`config.mk`:
```
export PLATFORM = sky130hd
export DESIGN_NAME = pd_cke_manager
export DESIGN_NICKNAME = d
export VERILOG_FILES = /design/src/rtl/pdm_pkg.sv /design/src/rtl/pd_level_timer.sv /design/src/rtl/pd_odt_quiet.sv /design/src/rtl/pd_exit_calc.sv /design/src/rtl/pd_cke_manager.sv
export SDC_FILE = /design/constraint.sdc
export NUM_CORES = 1
export LEC_CHECK = 0
export BUFFER_PORTS_ARGS = -buffer_cell sky130_fd_sc_hd__buf_2
export CORE_UTILIZATION = 55
export DETAILED_ROUTE_END_ITERATION = 8
export GPL_ROUTABILITY_DRIVEN = 0
export PLACE_DENSITY = 0.8
export SLEW_MARGIN = 10
export SYNTH_ARGS = -nofsm -noshare
export SYNTH_HDL_FRONTEND = slang
export SYNTH_SLANG_ARGS = --single-unit
```
`constraint.sdc`:
```
create_clock -name clk -period 2.4 [get_ports clk]
set_clock_uncertainty 0.05 [all_clocks]
set_input_delay 0.24 -clock clk [delete_from_list [all_inputs] [get_ports clk]]
set_output_delay 0.24 -clock clk [all_outputs]
set_load 0.05 [all_outputs]
```
`src/rtl/pdm_pkg.sv`:
```
package pdm_pkg;

    typedef enum logic [1:0] {
        S_AWAKE = 2'd0,
        S_DOWN  = 2'd1,
        S_EXIT  = 2'd2
    } pd_state_t;

endpackage

```
`src/rtl/pd_level_timer.sv`:
```
// Counts how many cycles the clock-enable level has held its present value,
// including the current cycle. Saturates at CNT_MAX.
module pd_level_timer #(
    parameter int CNT_W   = 4,
    parameter int CNT_MAX = 15
) (
    input  logic             clk,
    input  logic             rst_n,
    input  logic             lvl_q,
    input  logic             lvl_d,
    output logic [CNT_W-1:0] cnt
);
    localparam logic [CNT_W-1:0] C_MAX = CNT_W'(CNT_MAX);

    always_ff @(posedge clk) begin
        if (!rst_n) begin
            cnt <= '0;
        end else if (lvl_d != lvl_q) begin
            cnt <= CNT_W'(1);
        end else if (cnt < C_MAX) begin
            cnt <= cnt + CNT_W'(1);
        end
    end
endmodule

```
`src/rtl/pd_odt_quiet.sv`:
```
// Tracks quiet cycles on the termination control line; settled means the
// current cycle and the ones before it add up to T_ANPD quiet cycles.
module pd_odt_quiet #(
    parameter int T_ANPD = 3
) (
    input  logic clk,
    input  logic rst_n,
    input  logic odt_chg,
    output logic settled
);
    localparam int QW = $clog2(T_ANPD + 1);
    localparam logic [QW-1:0] Q_NEED = QW'(T_ANPD - 1);

    logic [QW-1:0] quiet_q;

    always_ff @(posedge clk) begin
        if (!rst_n) begin
            quiet_q <= '0;
        end else if (odt_chg) begin
            quiet_q <= '0;
        end else if (quiet_q < Q_NEED) begin
            quiet_q <= quiet_q + QW'(1);
        end
    end

    assign settled = !odt_chg && (quiet_q >= Q_NEED);
endmodule

```
`src/rtl/pd_exit_calc.sv`:
```
// Works out the read delay and the total exit hold for the power-down type
// and the exit settings being entered.
module pd_exit_calc #(
    parameter int AL_W    = 3,
    parameter int CNT_W   = 4,
    parameter int T_XP    = 2,
    parameter int T_XARD  = 2,
    parameter int T_XARDS = 6
) (
    input  logic             row_open,
    input  logic             slow_exit,
    input  logic [AL_W-1:0]  al,
    output logic [CNT_W-1:0] rd_dly,
    output logic [CNT_W-1:0] hold_len
);
    int d;

    always_comb begin
        if (!row_open) begin
            d = T_XP;
        end else if (!slow_exit) begin
            d = T_XARD;
        end else if (int'(al) + T_XARD >= T_XARDS) begin
            d = T_XARD;
        end else begin
            d = T_XARDS - int'(al);
        end
        rd_dly   = CNT_W'(d);
        hold_len = CNT_W'((d > T_XP) ? d : T_XP);
    end
endmodule

```
`src/rtl/pd_cke_manager.sv`:
```
module pd_cke_manager
    import pdm_pkg::*;
#(
    parameter int AL_W      = 3,
    parameter int MIN_PULSE = 3,
    parameter int T_XP      = 2,
    parameter int T_XARD    = 2,
    parameter int T_XARDS   = 6,
    parameter int T_ANPD    = 3,
    parameter int T_AXPD    = 8
) (
    input  logic            clk,
    input  logic            rst_n,
    input  logic            idle_req,
    input  logic            burst_busy,
    input  logic            bank_open,
    input  logic            wake_req,
    input  logic [AL_W-1:0] al,
    input  logic            slow_exit,
    input  logic            odt_chg,
    output logic            cke,
    output logic            pd_active,
    output logic            rd_ok,
    output logic            nrd_ok,
    output logic            odt_ok
);
    localparam int CNT_A   = (T_AXPD + 1 > T_XARDS + 1) ? T_AXPD + 1 : T_XARDS + 1;
    localparam int CNT_MAX = (CNT_A > MIN_PULSE) ? CNT_A : MIN_PULSE;
    localparam int CNT_W   = $clog2(CNT_MAX + 1);
    localparam logic [CNT_W-1:0] C_MIN  = CNT_W'(MIN_PULSE);
    localparam logic [CNT_W-1:0] C_XP   = CNT_W'(T_XP);
    localparam logic [CNT_W-1:0] C_AXPD = CNT_W'(T_AXPD);

    pd_state_t        state, state_d;
    logic             cke_q, cke_d;
    logic             wake_pend;
    logic             pd_active_q;
    logic [CNT_W-1:0] rd_dly_q, hold_q;
    logic [CNT_W-1:0] rd_dly_c, hold_c;
    logic [CNT_W-1:0] lvl_cnt;
    logic             odt_settled;

    pd_level_timer #(.CNT_W(CNT_W), .CNT_MAX(CNT_MAX)) u_timer (
        .clk   (clk),
        .rst_n (rst_n),
        .lvl_q (cke_q),
        .lvl_d (cke_d),
        .cnt   (lvl_cnt)
    );

    pd_odt_quiet #(.T_ANPD(T_ANPD)) u_odt (
        .clk     (clk),
        .rst_n   (rst_n),
        .odt_chg (odt_chg),
        .settled (odt_settled)
    );

    pd_exit_calc #(
        .AL_W(AL_W), .CNT_W(CNT_W), .T_XP(T_XP),
        .T_XARD(T_XARD), .T_XARDS(T_XARDS)
    ) u_calc (
        .row_open  (bank_open),
        .slow_exit (slow_exit),
        .al        (al),
        .rd_dly    (rd_dly_c),
        .hold_len  (hold_c)
    );

    // next-state decision
    always_comb begin
        state_d = state;
        unique case (state)
            S_AWAKE: begin
                if (idle_req && !burst_busy && !wake_req && odt_settled
                    && (lvl_cnt >= C_MIN)) begin
                    state_d = S_DOWN;
                end
            end
            S_DOWN: begin
                if ((wake_req || wake_pend) && (lvl_cnt >= C_MIN)) begin
                    state_d = S_EXIT;
                end
            end
            S_EXIT: begin
                if (lvl_cnt > hold_q) begin
                    state_d = S_AWAKE;
                end
            end
            default: state_d = S_AWAKE;
        endcase
        cke_d = (state_d != S_DOWN);
    end

    // state register
    always_ff @(posedge clk) begin
        if (!rst_n) begin
            state       <= S_AWAKE;
            cke_q       <= 1'b1;
            wake_pend   <= 1'b0;
            pd_active_q <= 1'b0;
            rd_dly_q    <= C_XP;
            hold_q      <= C_XP;
        end else begin
            state <= state_d;
            cke_q <= cke_d;
            if (state_d != S_DOWN) begin
                wake_pend <= 1'b0;
            end else if (state == S_DOWN && wake_req) begin
                wake_pend <= 1'b1;
            end
            if (state == S_AWAKE && state_d == S_DOWN) begin
                pd_active_q <= bank_open;
                rd_dly_q    <= rd_dly_c;
                hold_q      <= hold_c;
            end
        end
    end

    // outputs
    always_comb begin
        rd_ok  = 1'b0;
        nrd_ok = 1'b0;
        unique case (state)
            S_AWAKE: begin
                rd_ok  = 1'b1;
                nrd_ok = 1'b1;
            end
            S_DOWN: begin
                rd_ok  = 1'b0;
                nrd_ok = 1'b0;
            end
            S_EXIT: begin
                rd_ok  = (lvl_cnt > rd_dly_q);
                nrd_ok = (lvl_cnt > C_XP);
            end
            default: begin
                rd_ok  = 1'b0;
                nrd_ok = 1'b0;
            end
        endcase
        odt_ok = cke_q && (lvl_cnt > C_AXPD);
    end

    assign cke       = cke_q;
    assign pd_active = pd_active_q;

    // type follows bank state at entry
    p_type_r1: assert property (@(posedge clk) disable iff (!rst_n)
        $fell(cke_q) |-> (pd_active_q == $past(bank_open)));

    // no entry during a burst or a wake
    p_no_busy_entry_r2: assert property (@(posedge clk) disable iff (!rst_n)
        $fell(cke_q) |-> (!$past(burst_busy) && !$past(wake_req)));

    // high level lasted the minimum before a fall
    p_high_pulse_r3: assert property (@(posedge clk) disable iff (!rst_n)
        $fell(cke_q) |-> ($past(lvl_cnt) >= C_MIN));

    // low level lasted the minimum before a rise
    p_low_pulse_r3: assert property (@(posedge clk) disable iff (!rst_n)
        $rose(cke_q) |-> ($past(lvl_cnt) >= C_MIN));

    // no command allowed while CKE is low
    p_flags_down_r4: assert property (@(posedge clk) disable iff (!rst_n)
        !cke_q |-> (!rd_ok && !nrd_ok));

    // a read is never allowed ahead of non-read commands
    p_rd_after_nrd_r5: assert property (@(posedge clk) disable iff (!rst_n)
        rd_ok |-> nrd_ok);

    // termination line quiet in the cycle before a fall
    p_odt_quiet_r7: assert property (@(posedge clk) disable iff (!rst_n)
        $fell(cke_q) |-> !$past(odt_chg));

    // termination change not allowed just after exit
    p_odt_exit_r9: assert property (@(posedge clk) disable iff (!rst_n)
        $rose(cke_q) |-> !odt_ok);
endmodule

```
==> results.json, run 1 <==
{
  "grt_max_degree": 17,
  "critPathCaptureType": "output pin",
  "r2r-start": "u_timer.cnt[1]",
  "die-area_mm2": 0.00227,
  "worst_slew_pin_slew_ns": 0.725,
  "reg2reg_depth": 5,
  "cts.clk_slew.worst_paths_ns": 0.11,
  "clk_path_buf_depth": 2,
  "cts_tree": "done",
  "async_reset_ff_frac": 0,
  "ys_seq_area_frac": 0.332,
  "endpoint": "rd_ok",
  "final_max_slew_viol_count": 0,
  "power_frac_seq": 0.575,
  "synth_cell_type_count": 35,
  "cp.required_ns": 2.11,
  "numCtsBuffers": 3,
  "grt_antenna_before_repair": 0,
  "power_density_mw_per_mm2": 463,
  "yosys_warnings": 0,
  "critPathLaunch": "u_timer.cnt[1]",
  "die_h_um": 47.7,
  "clock_power_share": 0.285,
  "r2r-end": "hold_q[2]",
  "p_leak_nw": 0.551,
  "cts_resized": 0,
  "power.total_uw": 579,
  "p_comb_frac": 0.140,
  "die_x_um": 47.7,
  "coreArea_mm2": 0.00196,
  "vias": 926,
  "cpPeakStageDelay_ns": 0.49,
  "syn_area_mm2": 0.00115,
  "cts.hold.buffers_added": 0,
  "netlist_instances": 131,
  "synth_flop_cell": "dfxtp_1",
  "path_buf_inv": 1,
  "yosys.area.top_type": "dfxtp_1",
  "syn_to_final_growth_pct": 8.95,
  "setup_viol": 0,
  "grt_pass1_vias": 769,
  "nets": 174,
  "min_path_type": "input pin to flop",
  "drv_cap": 0,
  "clock_sinks": 19,
  "gr-total-overflow": 0,
  "rsz0062_at_grt": "false",
  "synth_edf_count": 0,
  "grt_pass1_wl_um": 3080,
  "drt_iter0_drc": 8,
  "yosysTopAreaCellShare": 0.332,
  "ys_seq_elements": 19,
  "fin_tns_setup_ns": 0,
  "antenna_cells": 0,
  "placementRows": 16,
  "switching_share": 0.264,
  "hpwlAfterDp_um": 1610,
  "min_period_ns": 2.08,
  "critPathTopFamily": "flip-flops",
  "start_util": 0.584,
  "drc": 0,
  "hold_viol": 0,
  "synth_most_common_cell": "dfxtp_1",
  "timing.reg2reg.setup_slack_ns": 0.52,
  "wl_per_cell_um": 11.9,
  "firstDrtPassIters": 4,
  "status": "completed",
  "syn-num-nets": 158,
  "start_kind": "flop",
  "track_usage": 0.197,
  "arrival_ns": 1.79,
  "power.net_switching_uw": 153,
  "fmax_mhz": 481,
  "worstSkewPairLatency_ns": 0.29,
  "syn_area_per_cell_um2": 8.75,
  "irDropWorstVdd_v": 0.000384,
  "criticalPathCategory": "flop to output pin",
  "port_buffers": 15,
  "fin_util": 0.636,
  "netlist_top_cells_count": "19 x dfxtp_1, 16 x ha_1, 16 x inv_1",
  "yosys-top-cells-area": "dfxtp_1 33%, ha_1 17%, inv_1 5.2%",
  "drt-total-wl_um": 2060,
  "internal-power_uw": 426,
  "viasPerCell": 5.35,
  "crit_path_top_delay_cell": "dfxtp_1",
  "slew_headroom": 0.516,
  "post-route-period-util": 0.867,
  "critPathMaxFanout": 7,
  "post_cts_buffers": 0,
  "layout-drive-gt1-share": 0.171,
  "htree_levels": 1,
  "cts_root_buffer": "clkbuf_4",
  "cp.depth": 7,
  "top_level_ports": 16,
  "path_cells": "ha_1, nor2b_1, o21ai_0, nand2_1, o211ai_1, a21oi_1, buf_2",
  "drtAntennaViolNets": 0
}
-- power groups by stage --
stage / Sequential (mW) / Combinational (mW) / Clock, mW
2_1_floorplan: 0.336 / 0.0609 / 0
5_1_grt: 0.334 / 0.0925 / 0.179
3_5_place_dp: 0.340 / 0.0809 / 0
4_1_cts: 0.333 / 0.0819 / 0.165
6_report: 0.333 / 0.0809 / 0.165
3_3_place_gp: 0.340 / 0.0757 / 0
-- per-stage QoR --
stage	worst slack, ns	instance area (um^2)	cells	hold slack (ns)
3_3_place_gp	0.439	1220	169	0.401
6_report	0.319	1250	173	0.144
3_5_place_dp	0.339	1220	169	0.417
4_1_cts	0.311	1250	173	0.147
2_1_floorplan	0.372	1150	131	0.292
5_1_grt	0.157	1250	173	0.154
-- cell type report --
| class | count | area, um^2 |
|---|---|---|
| Multi-Input combinational cell | 92 | 673 |
| Tap cell | 27 | 33.8 |
| Timing Repair Buffer | 15 | 75.1 |
| Fill cell | 184 | 713 |
| Clock buffer | 4 | 26.3 |
| Inverter | 16 | 60.1 |
| Sequential cell | 19 | 380 |
-- worst register-to-register path: cells and delay by family (launching register included) --
kind                       cells  cell delay [ns]
and+or+nand+nor                3             0.87
DFF                            1             0.49
adders and majority gates      1             0.30
AOI/OAI and AO/OA              1             0.11
-- placed cells by master, fill, tap and decap left out, drive strengths merged --
cell	n
o21a	3
xor2	2
inv	16
nand4	3
clkbuf	4
nor2b	4
o32ai	1
a21boi	6
nor2	11
o31a	1
nand2	13
a2111oi	1
nor4bb	1
ha	16
and3	2
xnor2	2
nand2b	1
a21oi	5
or3	1
nand3	1
or2	1
buf	15
dfxtp	19
o311a	1
nor4b	1
nor3	2
nor3b	3
o21ai	6
o211ai	2
a31oi	1
o221ai	1
-- cell families after synthesis --
group | count (synthesis) | synth area share
xor+xnor | 4 | 0.0306
flops | 19 | 0.332
fa+ha+maj | 16 | 0.175
compound gates | 28 | 0.172
simple gates | 44 | 0.210
buf+inv | 20 | 0.0808
-- how the worst min path moves through the flow --
stage | startpoint | end | slack [ns] | cells past startpoint
detailed placement | wake_pend | wake_pend | 0.42 | 2
CTS | bank_open | pd_active | 0.15 | 3
floorplan | rst_n | cke | 0.29 | 1
global placement | pd_active | pd_active | 0.40 | 2
global route | bank_open | pd_active | 0.15 | 3
finish | bank_open | pd_active | 0.14 | 3
-- sequential cells by signal (all words and copies together) (netlist names) --
name and count:
hold_q 4, rd_dly_q 4, u_timer.cnt 4, state 2, u_odt.quiet_q 2, cke 1, pd_active 1, wake_pend 1
-- layer usage --
metal / track usage / routed length [um] / up-vias
met3: 0.0302 / 40 / 12
met4: 0.156 / 82 / 0
li1: - / - / 477
met5: 0 / 0 / -
met1: 0.245 / 999 / 415
met2: 0.304 / 937 / 22
No activity file was read; power rests on OpenSTA's default activity.
==> run 2: changes to the inputs <==
--- a/config.mk
+++ b/config.mk
@@ -10,7 +10,7 @@
 export DETAILED_ROUTE_END_ITERATION = 8
 export GPL_ROUTABILITY_DRIVEN = 0
 export PLACE_DENSITY = 0.8
-export SLEW_MARGIN = 10
+export RECOVER_POWER = 50
 export SYNTH_ARGS = -nofsm -noshare
 export SYNTH_HDL_FRONTEND = slang
 export SYNTH_SLANG_ARGS = --single-unit
==> results.json, run 2 (same netlist as run 1, synthesis figures left out) <==
{
  "status": "completed",
  "final_cell_mix": "19 x dfxtp_1, 16 x inv_1, 16 x ha_1",
  "irDropWorstVdd_v": 0.000383,
  "firstDrtPassIters": 4,
  "cts.clk_slew.worst_paths_ns": 0.11,
  "die-area_mm2": 0.00227,
  "rsz0062_at_grt": "false",
  "post-route-period-util": 0.870,
  "grt_pass1_vias": 769,
  "clk_path_buf_depth": 2,
  "cp.required_ns": 2.11,
  "critPathLaunch": "u_timer.cnt[1]",
  "htree_levels": 1,
  "post_cts_buffers": 0,
  "start_util": 0.584,
  "viasPerCell": 5.38,
  "min_path_type": "input pin to flop",
  "critPathCaptureType": "output pin",
  "reg_top3": "hold_q x4, rd_dly_q x4, u_timer.cnt x4",
  "die_h_um": 47.7,
  "layout-drive-gt1-share": 0.144,
  "final_common_cell": "dfxtp_1",
  "grt_antenna_before_repair": 0,
  "r2r-start": "u_timer.cnt[1]",
  "gr-total-overflow": 0,
  "start_kind": "flop",
  "placementRows": 16,
  "drt-total-wl_um": 2050,
  "numCtsBuffers": 3,
  "final_max_slew_viol_count": 0,
  "track_usage": 0.197,
  "fmax_mhz": 479,
  "coreArea_mm2": 0.00196,
  "setup_viol": 0,
  "vias": 930,
  "reg2reg_depth": 5,
  "hpwlAfterDp_um": 1610,
  "power.total_uw": 579,
  "die_x_um": 47.7,
  "worstSkewPairLatency_ns": 0.29,
  "cts_root_buffer": "clkbuf_4",
  "power_density_mw_per_mm2": 467,
  "drc": 0,
  "nets": 174,
  "min_period_ns": 2.09,
  "critPathMaxFanout": 7,
  "drtAntennaViolNets": 0,
  "grt_pass1_wl_um": 3080,
  "port_buffers": 15,
  "syn_to_final_growth_pct": 8.19,
  "timing.reg2reg.setup_slack_ns": 0.44,
  "wl_per_cell_um": 11.9,
  "grt_max_degree": 17,
  "cts_resized": 0,
  "r2r-end": "hold_q[2]",
  "cts.hold.buffers_added": 0,
  "endpoint": "rd_ok",
  "cts_tree": "done",
  "top_level_ports": 16,
  "slew_headroom": 0.516,
  "clock_sinks": 19,
  "worst_slew_pin_slew_ns": 0.725,
  "hold_viol": 0,
  "p_leak_nw": 0.539,
  "antenna_cells": 0,
  "drt_iter0_drc": 8,
  "fin_tns_setup_ns": 0,
  "criticalPathCategory": "flop to output pin",
  "drv_cap": 0,
  "arrival_ns": 1.80
}
-- run 2: cell types whose count changed in the layout (fill, tap and decap cells not counted), sizes merged --
cell    before  now
buf         15   12
clkbuf       4    7
-- run 2: final cells by class --
| class | count | area (um^2) |
|---|---|---|
| Fill cell | 188 | 722 |
| Multi-Input combinational cell | 92 | 668 |
| Sequential cell | 19 | 380 |
| Timing Repair Buffer | 15 | 71.3 |
| Inverter | 16 | 60.1 |
| Tap cell | 27 | 33.8 |
| Clock buffer | 4 | 26.3 |
-- run 2: metal layers --
layer | vias to the layer above | track usage | part of all wire
li1 | 478 | - | -
met1 | 418 | 0.245 | 0.48
met2 | 22 | 0.304 | 0.46
met3 | 12 | 0.0302 | 0.020
met4 | 0 | 0.156 | 0.040
met5 | - | 0 | 0
-- run 2: power breakdown --
| part | internal (mW) | leakage (nW) | switching, mW |
|---|---|---|---|
| Clock | 0.0646 | 0.0150 | 0.101 |
| Sequential | 0.322 | 0.154 | 0.0107 |
| Combinational | 0.0385 | 0.370 | 0.0422 |
| Total | 0.425 | 0.539 | 0.153 |
-- run 2: worst min path at each step --
stage / from / cells after the start / end
after global routing: bank_open / 3 / pd_active
final: bank_open / 3 / pd_active
after detailed placement: wake_pend / 2 / wake_pend
after global placement: pd_active / 2 / pd_active
after CTS: bank_open / 3 / pd_active
after floorplan: rst_n / 1 / cke
-- run 2: critical path, stage by stage (launching register included) --
cell	delay (ns)
dfxtp_1	0.50
ha_1	0.30
nor2b_1	0.13
o21ai_0	0.13
nand2_1	0.07
o211ai_1	0.09
a21oi_1	0.08
buf_2	0.21
-- run 2: stage by stage --
| step | cells | hold slack [ns] | worst slack, ns | instance area, um^2 | util |
|---|---|---|---|---|---|
| 2_1_floorplan | 131 | 0.292 | 0.372 | 1150 | - |
| 3_5_place_dp | 169 | 0.417 | 0.339 | 1220 | 0.623 |
| 4_1_cts | 173 | 0.147 | 0.311 | 1250 | 0.636 |
| 6_report | 173 | 0.143 | 0.311 | 1240 | 0.632 |
| 3_3_place_gp | 169 | 0.401 | 0.439 | 1220 | 0.623 |
| 5_1_grt | 173 | 0.154 | 0.157 | 1240 | 0.632 |
